==> src/rtl/spu_pkg.sv <==
package spu_pkg;
    localparam logic [7:0] OPC_CONVERT = 8'h44;
    localparam logic [7:0] OPC_COPY    = 8'h48;

    typedef enum logic [1:0] {
        ST_IDLE      = 2'd0,
        ST_HOLD_CONV = 2'd1,
        ST_HOLD_COPY = 2'd2
    } spu_state_t;

    typedef enum logic [1:0] {
        CMD_OTHER   = 2'd0,
        CMD_CONVERT = 2'd1,
        CMD_COPY    = 2'd2
    } spu_cmd_t;
endpackage

==> src/rtl/spu_cmd_decode.sv <==
module spu_cmd_decode
    import spu_pkg::*;
(
    input  logic [7:0] opc,
    output spu_cmd_t   kind
);
    always_comb begin
        unique case (opc)
            OPC_CONVERT: kind = CMD_CONVERT;
            OPC_COPY:    kind = CMD_COPY;
            default:     kind = CMD_OTHER;
        endcase
    end
endmodule

==> src/rtl/spu_hold_timer.sv <==
module spu_hold_timer #(
    parameter int W = 8
) (
    input  logic         clk,
    input  logic         rst_n,
    input  logic         load,
    input  logic [W-1:0] load_val,
    output logic         zero
);
    logic [W-1:0] cnt_q;

    always_ff @(posedge clk) begin
        if (!rst_n)
            cnt_q <= '0;
        else if (load)
            cnt_q <= load_val;
        else if (cnt_q != '0)
            cnt_q <= cnt_q - 1'b1;
    end

    assign zero = (cnt_q == '0);
endmodule

==> src/rtl/spu_hold_ctrl.sv <==
module spu_hold_ctrl
    import spu_pkg::*;
#(
    parameter int CYC_PER_US = 50,
    parameter int CONV_US    = 750000,
    parameter int COPY_US    = 10000
) (
    input  logic       clk,
    input  logic       rst_n,
    input  logic       byte_done,
    input  logic [7:0] byte_val,
    input  logic       xfer_req,
    output logic       spu_en,
    output logic       bus_inhibit,
    output logic       done_pulse,
    output logic       xfer_go
);
    localparam int CONV_CYC = CONV_US * CYC_PER_US;
    localparam int COPY_CYC = COPY_US * CYC_PER_US;
    localparam int MAX_CYC  = (CONV_CYC > COPY_CYC) ? CONV_CYC : COPY_CYC;
    localparam int TW       = $clog2(MAX_CYC + 1);
    localparam logic [TW-1:0] CONV_LOAD = TW'(CONV_CYC - 1);
    localparam logic [TW-1:0] COPY_LOAD = TW'(COPY_CYC - 1);

    spu_state_t    state_q, state_n;
    spu_cmd_t      kind;
    logic          tmr_load;
    logic [TW-1:0] tmr_val;
    logic          tmr_zero;
    logic          pend_q;
    logic          want_go;

    spu_cmd_decode u_dec (
        .opc  (byte_val),
        .kind (kind)
    );

    spu_hold_timer #(.W(TW)) u_tmr (
        .clk      (clk),
        .rst_n    (rst_n),
        .load     (tmr_load),
        .load_val (tmr_val),
        .zero     (tmr_zero)
    );

    // Next state and timer load
    always_comb begin
        state_n  = state_q;
        tmr_load = 1'b0;
        tmr_val  = '0;
        unique case (state_q)
            ST_IDLE: begin
                if (byte_done && kind == CMD_CONVERT) begin
                    state_n  = ST_HOLD_CONV;
                    tmr_load = 1'b1;
                    tmr_val  = CONV_LOAD;
                end else if (byte_done && kind == CMD_COPY) begin
                    state_n  = ST_HOLD_COPY;
                    tmr_load = 1'b1;
                    tmr_val  = COPY_LOAD;
                end
            end
            ST_HOLD_CONV, ST_HOLD_COPY: begin
                if (tmr_zero)
                    state_n = ST_IDLE;
            end
            default: state_n = ST_IDLE;
        endcase
    end

    // State register
    always_ff @(posedge clk) begin
        if (!rst_n)
            state_q <= ST_IDLE;
        else
            state_q <= state_n;
    end

    assign want_go = xfer_req || pend_q;

    // Registered outputs
    always_ff @(posedge clk) begin
        if (!rst_n) begin
            spu_en      <= 1'b0;
            bus_inhibit <= 1'b0;
            done_pulse  <= 1'b0;
            xfer_go     <= 1'b0;
            pend_q      <= 1'b0;
        end else begin
            spu_en      <= (state_n != ST_IDLE);
            bus_inhibit <= (state_n != ST_IDLE);
            done_pulse  <= (state_q != ST_IDLE) && (state_n == ST_IDLE);
            xfer_go     <= want_go && (state_n == ST_IDLE);
            pend_q      <= want_go && (state_n != ST_IDLE);
        end
    end

    // Hold-length watch used by the bound check
    logic [TW:0] hold_len_q;
    always_ff @(posedge clk) begin
        if (!rst_n)
            hold_len_q <= '0;
        else if (spu_en)
            hold_len_q <= hold_len_q + 1'b1;
        else
            hold_len_q <= '0;
    end

    a_r2_convert_enables: assert property (@(posedge clk) disable iff (!rst_n)
        (byte_done && byte_val == OPC_CONVERT && !bus_inhibit) |=> (spu_en && bus_inhibit));

    a_r3_copy_enables: assert property (@(posedge clk) disable iff (!rst_n)
        (byte_done && byte_val == OPC_COPY && !bus_inhibit) |=> (spu_en && bus_inhibit));

    a_r6_other_code_quiet: assert property (@(posedge clk) disable iff (!rst_n)
        (byte_done && byte_val != OPC_CONVERT && byte_val != OPC_COPY && !bus_inhibit)
        |=> !spu_en);

    a_r8_release_has_done: assert property (@(posedge clk) disable iff (!rst_n)
        $fell(bus_inhibit) |-> done_pulse);

    a_r8_done_single: assert property (@(posedge clk) disable iff (!rst_n)
        done_pulse |=> !done_pulse);

    a_r10_no_go_inhibited: assert property (@(posedge clk) disable iff (!rst_n)
        xfer_go |-> !bus_inhibit);

    a_r4_hold_bound: assert property (@(posedge clk) disable iff (!rst_n)
        hold_len_q <= (TW+1)'(MAX_CYC));
endmodule

==> config.mk <==
export PLATFORM = sky130hd
export DESIGN_NAME = spu_hold_ctrl
export DESIGN_NICKNAME = d
export VERILOG_FILES = /design/src/rtl/spu_pkg.sv /design/src/rtl/spu_cmd_decode.sv /design/src/rtl/spu_hold_timer.sv /design/src/rtl/spu_hold_ctrl.sv
export SDC_FILE = /design/constraint.sdc
export NUM_CORES = 1
export LEC_CHECK = 0
export BUFFER_PORTS_ARGS = -buffer_cell sky130_fd_sc_hd__buf_2
export CORE_ASPECT_RATIO = 1.5
export CORE_MARGIN = 8
export CORE_UTILIZATION = 60
export DETAILED_ROUTE_END_ITERATION = 12
export HOLD_SLACK_MARGIN = 0.02
export PLACE_DENSITY = 0.89
export SKIP_CTS_REPAIR_TIMING = 1
export SLEW_MARGIN = 20
export SYNTH_ARGS = -nofsm -noshare
export SYNTH_HDL_FRONTEND = slang
export SYNTH_SLANG_ARGS = --single-unit
==> constraint.sdc <==
create_clock -name clk -period 7.9 [get_ports clk]
set_input_delay 1.185 -clock clk [delete_from_list [all_inputs] [get_ports clk]]
set_output_delay 1.185 -clock clk [all_outputs]
set_load 0.05 [all_outputs]
==> flow_summary.ini <==
[hold_path]
worstHoldEndpoint = u_tmr.cnt_q[23]$_SDFFE_PN0P_
hold_start = u_tmr.cnt_q[23]$_SDFFE_PN0P_
min_path_type = flip-flop to flip-flop
worstHoldPathCells = 2

[synthesis]
synth_area_per_cell_um2 = 8.39
postSynth.asyncResetShare = 0
synth.top_cells.by_area = dfxtp_1 (38%), or4_1 (6.2%), a21oi_1 (5.0%)
ys_warn_count = 0
synth_area_um2 = 1700
synth.top_cell.area_share = 0.376
seq_area_frac_synth = 0.376
synth_top_flop_cell = dfxtp_1
ys_types = 43
syn_inst = 203
synth_edf_count = 0
syn-num-nets = 219
yosys.area.top_type = dfxtp_1
ys_seq_elements = 32

[clock_network]
cts-root-buf = clkbuf_8
cts_tree = built
cts_htree_levels = 2
insertion_delay_ns = 0.28
clock_path_buffers = 2
path_clk_slew_ns = 0.07
cts_made_buffers = 5
cts.sinks = 32

[placed_design]
detailed_place_hpwl_um = 3130
pre_cts_ws_ns = 4.84
gp_congestion = 0.948
dp_cells = 246
place_area_um2 = 1780
io_buffers = 15

[floorplan]
die_width_um = 59.5
io_pins = 16
start_util = 0.636
core_um2 = 2680
die_area_um2 = 4830
die_height_um = 81.2
core.rowCount = 23

[global_routing]
grt_overflow = 0
grt_pass1_vias = 1661
grt_max_degree = 16
grt_pass1_wl_um = 7270
antenna_found_initial = 0
grt.total_usage = 0.193

[route]
wl_um = 4270
wl_per_cell_um = 16.8
first_pass_iters = 4
viasPerCell = 6.55
drc = 0
vias = 1664
ant_nets = 0
detail_route.iter0.violations = 67

[layout]
final_nets = 232
diodes = 0
area_growth_pct = 11.1
finish.instance_area_um2 = 1890
final_layout_size_suffix_gt1_frac = 0.143
final_cell_mix = dfxtp_1 (32), o21ai_0 (17), a21oi_1 (17), nor2_1 (16), buf_2 (15)
final_common_cell = dfxtp_1
instances_no_fill = 254

[timing]
fmax_mhz = 347
fin_crit_ns = 2.88
finalClockSkew_ns = 0.00606
setup_tns_ns = 0
finalHoldViolations = 0
slew_viol_final = 0
rsz0062_at_grt = no
max_slew_margin = 0.537
tightest_slew_ns = 0.692
fin_crit_sh = 0.365
setup_viol = 0
worst_slack_ns = 5.02

[pwr]
irDropWorstVdd_mv = 0.264
powerDensity_nw_per_um2 = 493
total_power_uw = 933
leakagePower_nw = 0.744

[critical_path]
r2r_setup_slack_ns = 5.02
r2r-start = u_tmr.cnt_q[0]$_SDFFE_PN0P_
worstSetupPathType = flip-flop to flip-flop
critPathMaxFanout = 11
end_kind = flip-flop
critical_path.startpoint = u_tmr.cnt_q[0]$_SDFFE_PN0P_
cp.required_ns = 8.04
r2r-end = u_tmr.cnt_q[25]$_SDFFE_PN0P_
critPathLaunchType = flip-flop
cp_data_arrival_time_ns = 3.03
r2r_cells = 7

[run]
drv_cap = 0

[run_status]
status = completed
logic make-up after synthesis:
family	count (synthesis)	synth area share
fa+ha+maj	4	0.0294
xor+xnor	10	0.0514
compound gates	61	0.218
simple gates	78	0.277
mux	1	0.00661
flops	32	0.376
buf+inv	17	0.0411
per-layer routing:
metal	vias up	track usage	routed length, µm
li1	795	-	-
met1	782	0.195	1630
met2	67	0.335	2180
met3	20	0.0569	278
met4	0	0.120	183
met5	-	0	0
synth_stat cells (all sizes together), types with 2 or more instances:
| library cell | instances |
|---|---|
| nand3 | 2 |
| nor2 | 16 |
| inv | 8 |
| dfxtp | 32 |
| xnor2 | 3 |
| o211ai | 2 |
| nor3 | 10 |
| a32o | 2 |
| and3 | 2 |
| o21ai | 18 |
| a21oi | 17 |
| buf | 3 |
| ha | 4 |
| nor4 | 3 |
| xor2 | 7 |
| o31ai | 4 |
| nand2 | 8 |
| or4b | 2 |
| or3 | 14 |
| a31oi | 9 |
| or4 | 15 |
| clkbuf | 6 |
flip-flops by register name, indices dropped and copies added (netlist names):
name and count:
bus_inhibit 1, done_pulse 1, pend_q 1, state_q 2
u_tmr.cnt_q 26, xfer_go 1
critical path: stages (launching register included):
cell and delay [ns]:
dfxtp_1 0.32, inv_1 0.11, ha_1 0.15, or4b_2 0.62
or4_1 0.64, or2_1 0.39, o21ai_1 0.40, a31oi_1 0.10
stage by stage:
| step | utilization | hold WS (ns) |
|---|---|---|
| after global placement | 0.667 | 0.465 |
| after detailed placement | 0.667 | 0.477 |
| after CTS | 0.707 | 0.485 |
| final | 0.707 | 0.492 |
| after floorplan | - | 0.453 |
| after global routing | 0.707 | 0.513 |
how the worst max path moves through the flow:
| stage | endpoint | slack, ns | depth (start not counted) |
|---|---|---|---|
| 2_1_floorplan | u_tmr.cnt_q[23]$_SDFFE_PN0P_ | 5.12 | 5 |
| 3_5_place_dp | u_tmr.cnt_q[11]$_SDFFE_PN0P_ | 4.84 | 6 |
| 4_1_cts | u_tmr.cnt_q[25]$_SDFFE_PN0P_ | 5.03 | 7 |
| 3_3_place_gp | u_tmr.cnt_q[23]$_SDFFE_PN0P_ | 4.90 | 6 |
| 5_1_grt | u_tmr.cnt_q[12]$_SDFFE_PN0P_ | 4.86 | 7 |
| 6_report | u_tmr.cnt_q[25]$_SDFFE_PN0P_ | 5.02 | 7 |
area by class of cell:
cell class | instances | area [µm²]
multi-input cells | 154 | 992
clock inverters | 2 | 35.0
well taps | 37 | 46.3
clock buffers | 6 | 72.6
flip-flops and latches | 32 | 641
fillers | 208 | 785
inverters | 8 | 30.0
repair buffers | 15 | 75.1
power by group:
part	switching (mW)	internal [mW]
sequential	0.0632	0.227
combinational	0.290	0.198
clock	0.0608	0.0935
(Power assumes the default switching activity.)
